===== src/rtl/cfgx_pkg.sv =====
`timescale 1ns/1ps
package cfgx_pkg;

  localparam int MB_CLK_N = 6;

  localparam logic [5:0] FN_OSC    = 6'd1;
  localparam logic [5:0] FN_VOLT   = 6'd2;
  localparam logic [5:0] FN_VIDSEL = 6'd7;
  localparam logic [5:0] FN_SHUT   = 6'd8;
  localparam logic [5:0] FN_REBOOT = 6'd9;
  localparam logic [5:0] FN_DISP   = 6'd11;

  localparam logic [1:0] SITE_MB = 2'd0;
  localparam logic [1:0] SITE_DB = 2'd1;

  // Control word layout; the field positions are decoded by the engine.
  typedef struct packed {
    logic        launch;
    logic        wr;
    logic [3:0]  link;
    logic [5:0]  fn;
    logic [1:0]  rsvd;
    logic [1:0]  site;
    logic [3:0]  slot;
    logic [11:0] unit;
  } ctrl_t;

  typedef enum logic [2:0] {
    TGT_NONE,
    TGT_MB_CLK,
    TGT_DB_CLK,
    TGT_MB_VOLT,
    TGT_DB_VOLT,
    TGT_SHUT,
    TGT_REBOOT,
    TGT_NOP
  } tgt_e;

  function automatic logic [31:0] mb_clk_reset(input int idx);
    if (idx == 0)      return 32'd50000000;
    else if (idx == 1) return 32'd23750000;
    else               return 32'd24000000;
  endfunction

endpackage


===== src/rtl/cfgx_decode.sv =====
`timescale 1ns/1ps
module cfgx_decode
  import cfgx_pkg::*;
#(
  parameter int DB_CLK_N  = 3,
  parameter int DB_VOLT_N = 2
) (
  input  ctrl_t cmd,
  output tgt_e  tgt
);

  logic is_mb, is_db, route_ok, unit_zero;
  logic unused_fields;

  assign unused_fields = ^{cmd.launch, cmd.rsvd};
  assign is_mb     = (cmd.site == SITE_MB);
  assign is_db     = (cmd.site == SITE_DB);
  assign route_ok  = (cmd.link == 4'd0) && (cmd.slot == 4'd0) && (is_mb || is_db);
  assign unit_zero = (cmd.unit == 12'd0);

  always_comb begin
    tgt = TGT_NONE;
    if (route_ok) begin
      case (cmd.fn)
        FN_OSC: begin
          if (is_mb && int'(cmd.unit) < MB_CLK_N)      tgt = TGT_MB_CLK;
          else if (is_db && int'(cmd.unit) < DB_CLK_N) tgt = TGT_DB_CLK;
        end
        FN_VOLT: begin
          if (!cmd.wr) begin
            if (is_db && int'(cmd.unit) < DB_VOLT_N) tgt = TGT_DB_VOLT;
            else if (is_mb && unit_zero)             tgt = TGT_MB_VOLT;
          end
        end
        FN_VIDSEL, FN_DISP: if (cmd.wr && is_mb && unit_zero) tgt = TGT_NOP;
        FN_SHUT:            if (cmd.wr && is_mb && unit_zero) tgt = TGT_SHUT;
        FN_REBOOT:          if (cmd.wr && is_mb && unit_zero) tgt = TGT_REBOOT;
        default:            tgt = TGT_NONE;
      endcase
    end
  end

endmodule


===== src/rtl/cfgx_store.sv =====
`timescale 1ns/1ps
module cfgx_store
  import cfgx_pkg::*;
#(
  parameter int                      DB_CLK_N    = 3,
  parameter int                      DB_VOLT_N   = 2,
  parameter logic [DB_CLK_N*32-1:0]  DB_CLK_INIT = {32'd60000000, 32'd45000000, 32'd33000000},
  parameter logic [DB_VOLT_N*32-1:0] DB_VOLT_VAL = {32'd1800000, 32'd1000000},
  parameter logic [31:0]             MB_VOLT_UV  = 32'd3300000
) (
  input  logic        clk,
  input  logic        rst,
  input  logic        wr_en,
  input  tgt_e        tgt,
  input  logic [11:0] unit,
  input  logic [31:0] wdata,
  output logic [31:0] rd_val
);

  logic [MB_CLK_N-1:0][31:0] mb_q;
  logic [DB_CLK_N-1:0][31:0] db_q;

  for (genvar g = 0; g < MB_CLK_N; g++) begin : g_mb
    always_ff @(posedge clk) begin
      if (rst)
        mb_q[g] <= mb_clk_reset(g);
      else if (wr_en && tgt == TGT_MB_CLK && int'(unit) == g)
        mb_q[g] <= wdata;
    end
  end

  for (genvar g = 0; g < DB_CLK_N; g++) begin : g_db
    always_ff @(posedge clk) begin
      if (rst)
        db_q[g] <= DB_CLK_INIT[g*32 +: 32];
      else if (wr_en && tgt == TGT_DB_CLK && int'(unit) == g)
        db_q[g] <= wdata;
    end
  end

  always_comb begin
    rd_val = 32'd0;
    case (tgt)
      TGT_MB_CLK:
        for (int k = 0; k < MB_CLK_N; k++)
          if (int'(unit) == k) rd_val = mb_q[k];
      TGT_DB_CLK:
        for (int k = 0; k < DB_CLK_N; k++)
          if (int'(unit) == k) rd_val = db_q[k];
      TGT_DB_VOLT:
        for (int k = 0; k < DB_VOLT_N; k++)
          if (int'(unit) == k) rd_val = DB_VOLT_VAL[k*32 +: 32];
      TGT_MB_VOLT: rd_val = MB_VOLT_UV;
      default:     rd_val = 32'd0;
    endcase
  end

  // tables change only on an enabled write
  assert_clk_hold_R5: assert property (@(posedge clk) disable iff (rst)
    !wr_en |=> ($stable(mb_q) && $stable(db_q)));

endmodule


===== src/rtl/cfgx_xact_ctrl.sv =====
`timescale 1ns/1ps
module cfgx_xact_ctrl
  import cfgx_pkg::*;
#(
  parameter int                      ADDR_W       = 8,
  parameter logic [11:0]             ACTIVE_BOARD = 12'h190,
  parameter int                      DB_CLK_N     = 3,
  parameter int                      DB_VOLT_N    = 2,
  parameter logic [DB_CLK_N*32-1:0]  DB_CLK_INIT  = {32'd60000000, 32'd45000000, 32'd33000000},
  parameter logic [DB_VOLT_N*32-1:0] DB_VOLT_VAL  = {32'd1800000, 32'd1000000},
  parameter logic [31:0]             MB_VOLT_UV   = 32'd3300000
) (
  input  logic              clk,
  input  logic              rst,
  input  logic [11:0]       board_type,
  input  logic [ADDR_W-1:0] bus_addr,
  input  logic              bus_wen,
  input  logic [31:0]       bus_wdata,
  input  logic              bus_ren,
  output logic [31:0]       bus_rdata,
  output logic              shutdown_req,
  output logic              reboot_req
);

  localparam logic [ADDR_W-1:0] OFS_DATA = ADDR_W'('hA0);
  localparam logic [ADDR_W-1:0] OFS_CTRL = ADDR_W'('hA4);
  localparam logic [ADDR_W-1:0] OFS_STAT = ADDR_W'('hA8);
  localparam logic [31:0]       CTRL_KEEP = 32'h7FF3FFFF;

  logic        active;
  ctrl_t       ctrl_q;
  logic [31:0] data_q;
  logic [1:0]  stat_q;
  logic        pend_q;
  tgt_e        tgt;
  logic [31:0] rd_val;
  logic        tbl_wr;
  logic [31:0] rd_mux;

  assign active = (board_type == ACTIVE_BOARD);
  assign tbl_wr = pend_q && ctrl_q.wr && (tgt != TGT_NONE);

  cfgx_decode #(
    .DB_CLK_N (DB_CLK_N),
    .DB_VOLT_N(DB_VOLT_N)
  ) u_decode (
    .cmd(ctrl_q),
    .tgt(tgt)
  );

  cfgx_store #(
    .DB_CLK_N   (DB_CLK_N),
    .DB_VOLT_N  (DB_VOLT_N),
    .DB_CLK_INIT(DB_CLK_INIT),
    .DB_VOLT_VAL(DB_VOLT_VAL),
    .MB_VOLT_UV (MB_VOLT_UV)
  ) u_store (
    .clk   (clk),
    .rst   (rst),
    .wr_en (tbl_wr),
    .tgt   (tgt),
    .unit  (ctrl_q.unit),
    .wdata (data_q),
    .rd_val(rd_val)
  );

  always_ff @(posedge clk) begin
    if (rst) begin
      ctrl_q       <= '0;
      data_q       <= '0;
      stat_q       <= '0;
      pend_q       <= 1'b0;
      shutdown_req <= 1'b0;
      reboot_req   <= 1'b0;
    end else begin
      pend_q       <= 1'b0;
      shutdown_req <= 1'b0;
      reboot_req   <= 1'b0;
      if (bus_wen && active) begin
        case (bus_addr)
          OFS_DATA: data_q <= bus_wdata;
          OFS_CTRL: begin
            ctrl_q <= ctrl_t'(bus_wdata & CTRL_KEEP);
            if (bus_wdata[31]) begin
              pend_q <= 1'b1;
              stat_q <= 2'b00;
            end
          end
          OFS_STAT: stat_q <= bus_wdata[1:0];
          default: ;
        endcase
      end
      // the executing command takes priority over a same-cycle bus write
      if (pend_q) begin
        stat_q       <= {tgt == TGT_NONE, 1'b1};
        shutdown_req <= (tgt == TGT_SHUT);
        reboot_req   <= (tgt == TGT_REBOOT);
        if (!ctrl_q.wr && tgt != TGT_NONE) data_q <= rd_val;
      end
    end
  end

  always_comb begin
    rd_mux = 32'd0;
    if (active) begin
      case (bus_addr)
        OFS_DATA: rd_mux = data_q;
        OFS_CTRL: rd_mux = ctrl_q;
        OFS_STAT: rd_mux = {30'd0, stat_q};
        default:  rd_mux = 32'd0;
      endcase
    end
  end

  always_ff @(posedge clk) begin
    if (rst)          bus_rdata <= 32'd0;
    else if (bus_ren) bus_rdata <= rd_mux;
  end

  // launch and undefined bits never read back
  assert_ctrl_rsvd_zero_R2: assert property (@(posedge clk) disable iff (rst)
    (bus_ren && active && bus_addr == OFS_CTRL) |=> (bus_rdata[31] == 1'b0 && bus_rdata[19:18] == 2'b00));

  // a launch clears the status, then done follows
  assert_start_clears_R3: assert property (@(posedge clk) disable iff (rst)
    (bus_wen && active && bus_addr == OFS_CTRL && bus_wdata[31] && !pend_q) |=> (stat_q == 2'b00));

  assert_done_follows_R3: assert property (@(posedge clk) disable iff (rst)
    pend_q |=> stat_q[0]);

  // a non-zero link index always ends in an error
  assert_bad_link_R4: assert property (@(posedge clk) disable iff (rst)
    (pend_q && ctrl_q.link != 4'd0) |=> (stat_q == 2'b11));

  // request pulses only follow an executing command, never both at once
  assert_pulse_src_R7: assert property (@(posedge clk) disable iff (rst)
    (shutdown_req || reboot_req) |-> $past(pend_q));

  assert_pulse_excl_R7: assert property (@(posedge clk) disable iff (rst)
    !(shutdown_req && reboot_req));

  // an inactive board reads zero
  assert_idle_board_R11: assert property (@(posedge clk) disable iff (rst)
    (bus_ren && !active) |=> (bus_rdata == 32'd0));

endmodule


===== config.mk =====
export PLATFORM = sky130hd
export DESIGN_NAME = cfgx_xact_ctrl
export DESIGN_NICKNAME = d
export VERILOG_FILES = /design/src/rtl/cfgx_pkg.sv /design/src/rtl/cfgx_decode.sv /design/src/rtl/cfgx_store.sv /design/src/rtl/cfgx_xact_ctrl.sv
export SDC_FILE = /design/constraint.sdc
export NUM_CORES = 1
export LEC_CHECK = 0
export BUFFER_PORTS_ARGS = -buffer_cell sky130_fd_sc_hd__buf_2
export CORE_ASPECT_RATIO = 0.75
export CORE_MARGIN = 1.5
export CORE_UTILIZATION = 50
export CTS_CLUSTER_SIZE = 30
export DETAILED_ROUTE_END_ITERATION = 12
export GPL_ROUTABILITY_DRIVEN = 0
export HOLD_SLACK_MARGIN = 0.08
export PLACE_DENSITY_LB_ADDON = 0.12
export SETUP_SLACK_MARGIN = 0.3
export SLEW_MARGIN = 20
export SYNTH_ARGS = -nofsm -noshare
export SYNTH_HDL_FRONTEND = slang
export SYNTH_SLANG_ARGS = --single-unit

===== constraint.sdc =====
create_clock -name clk -period 2.3 [get_ports clk]
set_input_delay 0 -clock clk [delete_from_list [all_inputs] [get_ports clk]]
set_output_delay 0 -clock clk [all_outputs]
set_load 0.05 [all_outputs]

==> key figures, run 1 <==
Clock network
  • CTS tree: yes
  • H-tree lvl count: 2
  • CTS Buf Count: 38
  • Clock root buffer: clkbuf_16
  • Clock tree sinks: 386
  • Clock Path Buffers: 3
  • Worst-path clk slew: 0.07 ns
  • Clk_lat worst skew: 0.56 ns

Timing
  • Slew headroom: 43.0%
  • Minimum clock period: 2.55 ns
  • Fmax: 0.392 GHz
  • Tcrit/Tclk final: 111%
  • Total Negative Setup Slacks: -25.20 ns
  • Unrepaired setup endpoints after global routing: true
  • Final setup margin: -0.251 ns
  • Worst slew pin tran: 0.855 ns
  • Final setup fails: 283
  • Clk_skew: 0.0207 ns
  • Max-slew violations: 0
  • Final hold vios: 0
  • Worst Hold Margin: 0.100 ns

Yosys
  • Post-Syn Nets: 2005
  • Synth Warn #: 0
  • Gate count of the mapped netlist: 1949
  • Predominant post-synthesis flop cell: dfxtp_1
  • Ys async rst share: 0%
  • Number of enable flip-flop cells after synthesis: 0
  • Syn Area/Cell: 8.92 um^2
  • Register area share after synthesis: 44.5%
  • Synth cell types: 63
  • Mapped Area: 0.0174 mm^2
  • Synthesis-stage register bit count: 386

Power
  • Peak supply drop: 0.648 mV
  • Power density over the cells: 605 mW/mm^2
  • Tot Pwr: 13.8 mW
  • P_leak: 9.51 nW

Route
  • DRT iter0 DRCs: 1733
  • Via Count: 15.9k
  • Post-route ant nets: 0
  • First-pass iteration count of the detailed router: 5
  • Total Wirelength: 61200 um
  • Wire length per cell: 23.2 um
  • Vias/cell: 6.02
  • Drt drc: 0

Status
  • Status: finished, violations left
  • Failing checks: setup timing

Worst setup path
  • CP bufs+invs: 5
  • Max Fanout on Critical Path: 7
  • CP arrival: 2.99 ns
  • Crit path max-delay cell type: nor4_4
  • CP cell instances: nor4_4 -> nand4_4 -> buf_6 -> a211oi_4 -> buf_4 -> o41ai_4 -> buf_6 -> buf_4 -> buf_6 -> a21oi_4 -> a21oi_1
  • Kind of critical path: flip-flop to flip-flop
  • Crit-path max cell delay: 0.36 ns
  • WP data required: 2.74 ns
  • Worst path top cell family by delay: buffers and inverters
  • Crit. End Element: flip-flop
  • Worst setup SP type: flip-flop
  • Most common cell on crit path: buf_6

Layout
  • Nets: 2218
  • Util after Layout: 67.3%
  • Layout area overhead: 31.3%
  • Fillers: 2565
  • Final instance area: 0.0228 mm^2
  • Non-filler instance count after layout: 2640
  • Fraction of layout instances using a drive strength above 1: 24.9%

Floorplan
  • # IOs: 90
  • Die X: 218 um
  • Die Area: 0.0359 mm^2
  • FP Rows: 58
  • Initial Util: 51.3%
  • Die height: 164 um
  • Core ar.: 0.0339 mm^2

Placement
  • Placed cells: 2470
  • Post-detail-place hpwl: 36500 um
  • Buffers on Ports: 89
  • Pre-CTS WS: -0.336 ns
  • Dpl cell area: 0.0194 mm^2

Global routing
  • Pin count of the biggest net entering global routing: 123
  • Number of global-route vias before repair: 15.1k
  • Tot GR Track Use: 33.1%
  • Total grt overflow: 0
  • Initial antenna violation count: 1
  • First-pass GRT wire length: 90300 um

Hold path
  • HP Class: primary input to flip-flop

Job
  • Max-cap violation count: 0
## timing repair
action                                 4_1_cts  5_1_grt
pin swaps                                   54       40
gates cloned                                12        2
setup buffers                               37       12
hold buffers                                39        0
endpoints found under the hold margin      139        0
resized for setup                          151       31
setup endpoints to repair                  323      323
## where the power goes
group	switching, mW	internal (mW)	total [mW]	leakage (nW)
combinational	0.197	0.114	0.311	5.72
sequential	0.00000186	6.68	6.68	3.12
clock	2.69	4.14	6.83	0.667
## layout by cell type, fill, tap and decap left out, types with 8 or more instances in the layout
cell           count
dfxtp_1          370
nand2_1          311
mux2i_1          246
nor2_1           230
a21oi_1          139
buf_4            134
buf_2             88
o21ai_0           44
clkbuf_16         43
nor2b_1           40
dlygate4sd3_1     39
buf_12            38
nand3b_1          36
buf_6             34
a22o_1            27
mux4_2            22
a22oi_1           20
a211oi_1          19
a222oi_1          18
a221oi_2          13
nor3_4            12
nand2b_1          12
a21o_1            12
dfxtp_2           12
and2_4            10
a211o_1           10
nand3_4            9
a2bb2oi_2          9
nand3_1            8
## layout make-up
type	instances	area, um^2	area share [%]
clock buffer	54	1140	5.02
sequential	386	7760	34.0
multi-input combinational	1379	9710	42.5
clock inverter	13	220	0.965
timing repair buffer	350	3400	14.9
inverter	7	26.3	0.115
antenna	1	2.50	0.0110
tap	450	563	2.47
## worst paths after layout
| check | start | end | slack (ns) | cells after the start |
|---|---|---|---|---|
| hold / removal | bus_addr[3] | bus_rdata[1] | 0.10 | 5 |
| setup / recovery | ctrl_q[11] | data_q[8] | -0.25 | 11 |
| hold reg to reg | u_store.db_q[82] | u_store.db_q[82] | 0.45 | 2 |
| setup reg to reg | ctrl_q[11] | data_q[8] | -0.25 | 11 |
## tightest hold or removal path, stage by stage
cell and delay, ns:
buf_2 0.19, mux2i_1 0.10, o21ai_0 0.17, a21oi_1 0.07, nor2_1 0.07
## cells by family (layout without fill, tap and decap cells)
logic type / Yosys count / after routing / share of synthesized area, %
buffers and inverters: 185 / 424 / 4.54
muxes: 275 / 275 / 17.4
AOI/OAI and AO/OA: 352 / 352 / 13.6
other: 0 / 1 / 0
and+or+nand+nor: 750 / 751 / 20.0
xor gates and xnor gates: 1 / 1 / 0.0504
DFF: 386 / 386 / 44.5
## metal layers
metal	vias up	GRT usage [%]	share of wire (%)
li1	7243	-	-
met1	7710	45.4	42
met2	762	50.8	45
met3	170	5.80	8.4
met4	2	15.0	4.6
met5	-	0	0.051
## registers in the layout, summed over array words and instances (netlist names)
| signal | flops |
|---|---|
| stat_q | 2 |
| ctrl_q | 29 |
| u_store.mb_q | 192 |
| pend_q | 1 |
| bus_rdata | 32 |
| shutdown_req | 1 |
| reboot_req | 1 |
| data_q | 32 |
| u_store.db_q | 96 |
## synthesized netlist by cell type (3+ instances only)
| master | instances | share of area, % |
|---|---|---|
| nor4b_1 | 7 | 0.35 |
| or3_1 | 3 | 0.11 |
| nand3b_1 | 36 | 1.6 |
| and2_1 | 12 | 0.43 |
| nor3_2 | 4 | 0.23 |
| a22oi_1 | 21 | 0.91 |
| o22ai_1 | 3 | 0.11 |
| buf_2 | 22 | 0.63 |
| buf_4 | 12 | 0.52 |
| nand3_1 | 17 | 0.49 |
| a222oi_1 | 18 | 1.0 |
| buf_1 | 12 | 0.26 |
| nand4b_1 | 3 | 0.15 |
| mux2i_1 | 253 | 15 |
| inv_1 | 7 | 0.15 |
| buf_6 | 3 | 0.19 |
| nand2_1 | 312 | 6.7 |
| a2bb2oi_1 | 10 | 0.50 |
| nor2_1 | 239 | 5.2 |
| dfxtp_1 | 386 | 44 |
| a211o_1 | 10 | 0.50 |
| a211oi_1 | 23 | 0.99 |
| mux4_2 | 22 | 2.9 |
| nand4_1 | 6 | 0.22 |
| a22o_1 | 27 | 1.4 |
| nor4_1 | 7 | 0.25 |
| o21a_1 | 4 | 0.17 |
| a21oi_1 | 146 | 4.2 |
| a21o_1 | 13 | 0.56 |
| clkbuf_1 | 129 | 2.8 |
| a221oi_1 | 18 | 0.91 |
| nand2b_1 | 13 | 0.47 |
| o21ai_0 | 46 | 1.3 |
| and3_1 | 10 | 0.36 |
| nor3_1 | 17 | 0.49 |
| nor2b_1 | 45 | 1.6 |
Note: power is estimated with default switching activity, not from simulation.
==> run 2: changes to the inputs <==
clock period = 2.9 ns   (was 2.3 ns; I/O delays follow)
==> run 2 against run 1 <==
  * The run now ends clean
  * Register-to-register slack better by 0.61 ns
  * Global-route usage fell by 2.8 points
  * Critical endpoint is now data_q[30]
  * Non-clock buffer count shrank 106
==> key figures, run 2 (synthesized netlist as in run 1, its figures left out) <==
Placement
  • Placed cells: 2398
  • Buffers on Ports: 89
  • Post-detail-place hpwl: 35900 um
  • Pre-CTS WS: 0.257 ns

Route
  • Post-route ant nets: 0
  • DRT iter0 DRCs: 1367
  • First-pass iteration count of the detailed router: 8
  • Via Count: 15.0k
  • Total Wirelength: 54700 um
  • Wire length per cell: 21.6 um
  • Vias/cell: 5.90
  • Drt drc: 0

Floorplan
  • Die X: 218 um
  • # IOs: 90
  • FP Rows: 58
  • Die height: 164 um
  • Initial Util: 51.3%
  • Core ar.: 0.0339 mm^2
  • Die Area: 0.0359 mm^2

Clock network
  • Clk_lat worst skew: 0.55 ns
  • Clock root buffer: clkbuf_16
  • Clock tree sinks: 386
  • CTS tree: yes
  • Worst-path clk slew: 0.07 ns
  • CTS Buf Count: 40
  • Clock Path Buffers: 3
  • H-tree lvl count: 2

Global routing
  • Tot GR Track Use: 30.2%
  • Initial antenna violation count: 0
  • Number of global-route vias before repair: 14.2k
  • First-pass GRT wire length: 83700 um
  • Total grt overflow: 0
  • Pin count of the biggest net entering global routing: 74

Power
  • P_leak: 8.62 nW
  • Power density over the cells: 526 mW/mm^2
  • Peak supply drop: 0.499 mV

Layout
  • Most frequent cells in the layout: dfxtp_1 (381), nand2_1 (311), mux2i_1 (253), nor2_1 (237), a21oi_1 (146)
  • FF/Latch Area: 0.00774 mm^2
  • Most common library cell in the layout ignoring fill and taps: dfxtp_1
  • Layout area overhead: 19.3%
  • Largest regs: u_store.mb_q: 192 flops, u_store.db_q: 96 flops
  • Number of diodes: 0
  • Fraction of layout instances using a drive strength above 1: 15.3%
  • Most flops, register: u_store.mb_q
  • Nets: 2113
  • Fillers: 2926
  • Max reg flops: 192
  • Multi-input gate area: 0.00903 mm^2
  • Non-filler instance count after layout: 2537

Worst setup path
  • CP cell instances: nor4_4 -> nand4_4 -> nor4b_2 -> nor3_4 -> and3_4 -> buf_4 -> a221oi_1 -> a211oi_1
  • Crit. End Element: flip-flop
  • Worst setup SP type: flip-flop
  • Crit-path max cell delay: 0.43 ns
  • Kind of critical path: flip-flop to flip-flop
  • Crit path max-delay cell type: nor4b_2
  • CP arrival: 2.97 ns
  • WP data required: 3.33 ns
  • Max Fanout on Critical Path: 8

Status
  • Status: complete, no violations

Timing
  • Tcrit/Tclk final: 87.7%
  • Worst slew pin tran: 0.612 ns
  • Minimum clock period: 2.54 ns
  • Slew headroom: 59.2%
  • Clk_skew: 0.0328 ns
  • Max-slew violations: 0
  • Unrepaired setup endpoints after global routing: true
  • Final setup fails: 0
  • Final hold vios: 0
  • Fmax: 0.393 GHz
  • Final setup margin: 0.357 ns
  • Total Negative Setup Slacks: 0 ns
  • Worst Hold Margin: 0.117 ns

Hold path
  • HP Class: primary input to flip-flop

Job
  • Max-cap violation count: 0
## run 2: worst max-delay path, delay by kind of cell (launching register included)
family,cells,cell delay (ns)
buf+inv,1,0.19
compound gates,2,0.46
simple gates,5,1.41
flops,1,0.38
## run 2: report_power, final
group / switching (mW) / internal [mW]
Sequential: 0.00000156 / 5.30
Combinational: 0.150 / 0.0964
Clock: 2.16 / 3.20
Total: 2.31 / 8.59
## run 2: final cells by class
type | instances | area share (%)
multi-input cells | 1378 | 43.5
flip-flops and latches | 386 | 37.3
well taps | 450 | 2.72
repair buffers | 244 | 9.56
inverters | 7 | 0.127
clock inverters | 9 | 0.422
clock buffers | 63 | 6.32
## run 2: repair_timing
item / 4_1_cts / 5_1_grt
endpoints found under the setup margin: 41 / 137
setup buffers: 2 / 1
hold endpoints to repair: 130 / 0
hold buffers: 64 / 0
resized for setup: 7 / 16
pin swaps: 1 / 4
## run 2: per-stage QoR
stage                     utilization [%]  total power [mW]  area, um^2
after floorplan                         -              5.52       17400
after global placement               54.8              5.62       18600
after detailed placement             54.8              5.62       18600
after CTS                            61.0              11.0       20700
after global routing                 61.2              11.2       20700
final                                61.2              10.9       20700
## run 2: final timing paths
check	start	endpoint	slack [ns]	depth (start not counted)
max	ctrl_q[11]	data_q[30]	0.36	8
min	bus_addr[6]	bus_rdata[1]	0.12	5
max reg2reg	ctrl_q[11]	data_q[30]	0.36	8
min reg2reg	u_store.db_q[68]	u_store.db_q[68]	0.45	2
## run 2: per-layer routing
| layer | track usage (%) | vias to the layer above | part of all wire [%] |
|---|---|---|---|
| met2 | 47.9 | 557 | 45 |
| met5 | 0 | - | 0 |
| li1 | - | 7022 | - |
| met4 | 8.90 | 0 | 2.6 |
| met1 | 42.3 | 7286 | 45 |
| met3 | 5.16 | 96 | 7.2 |
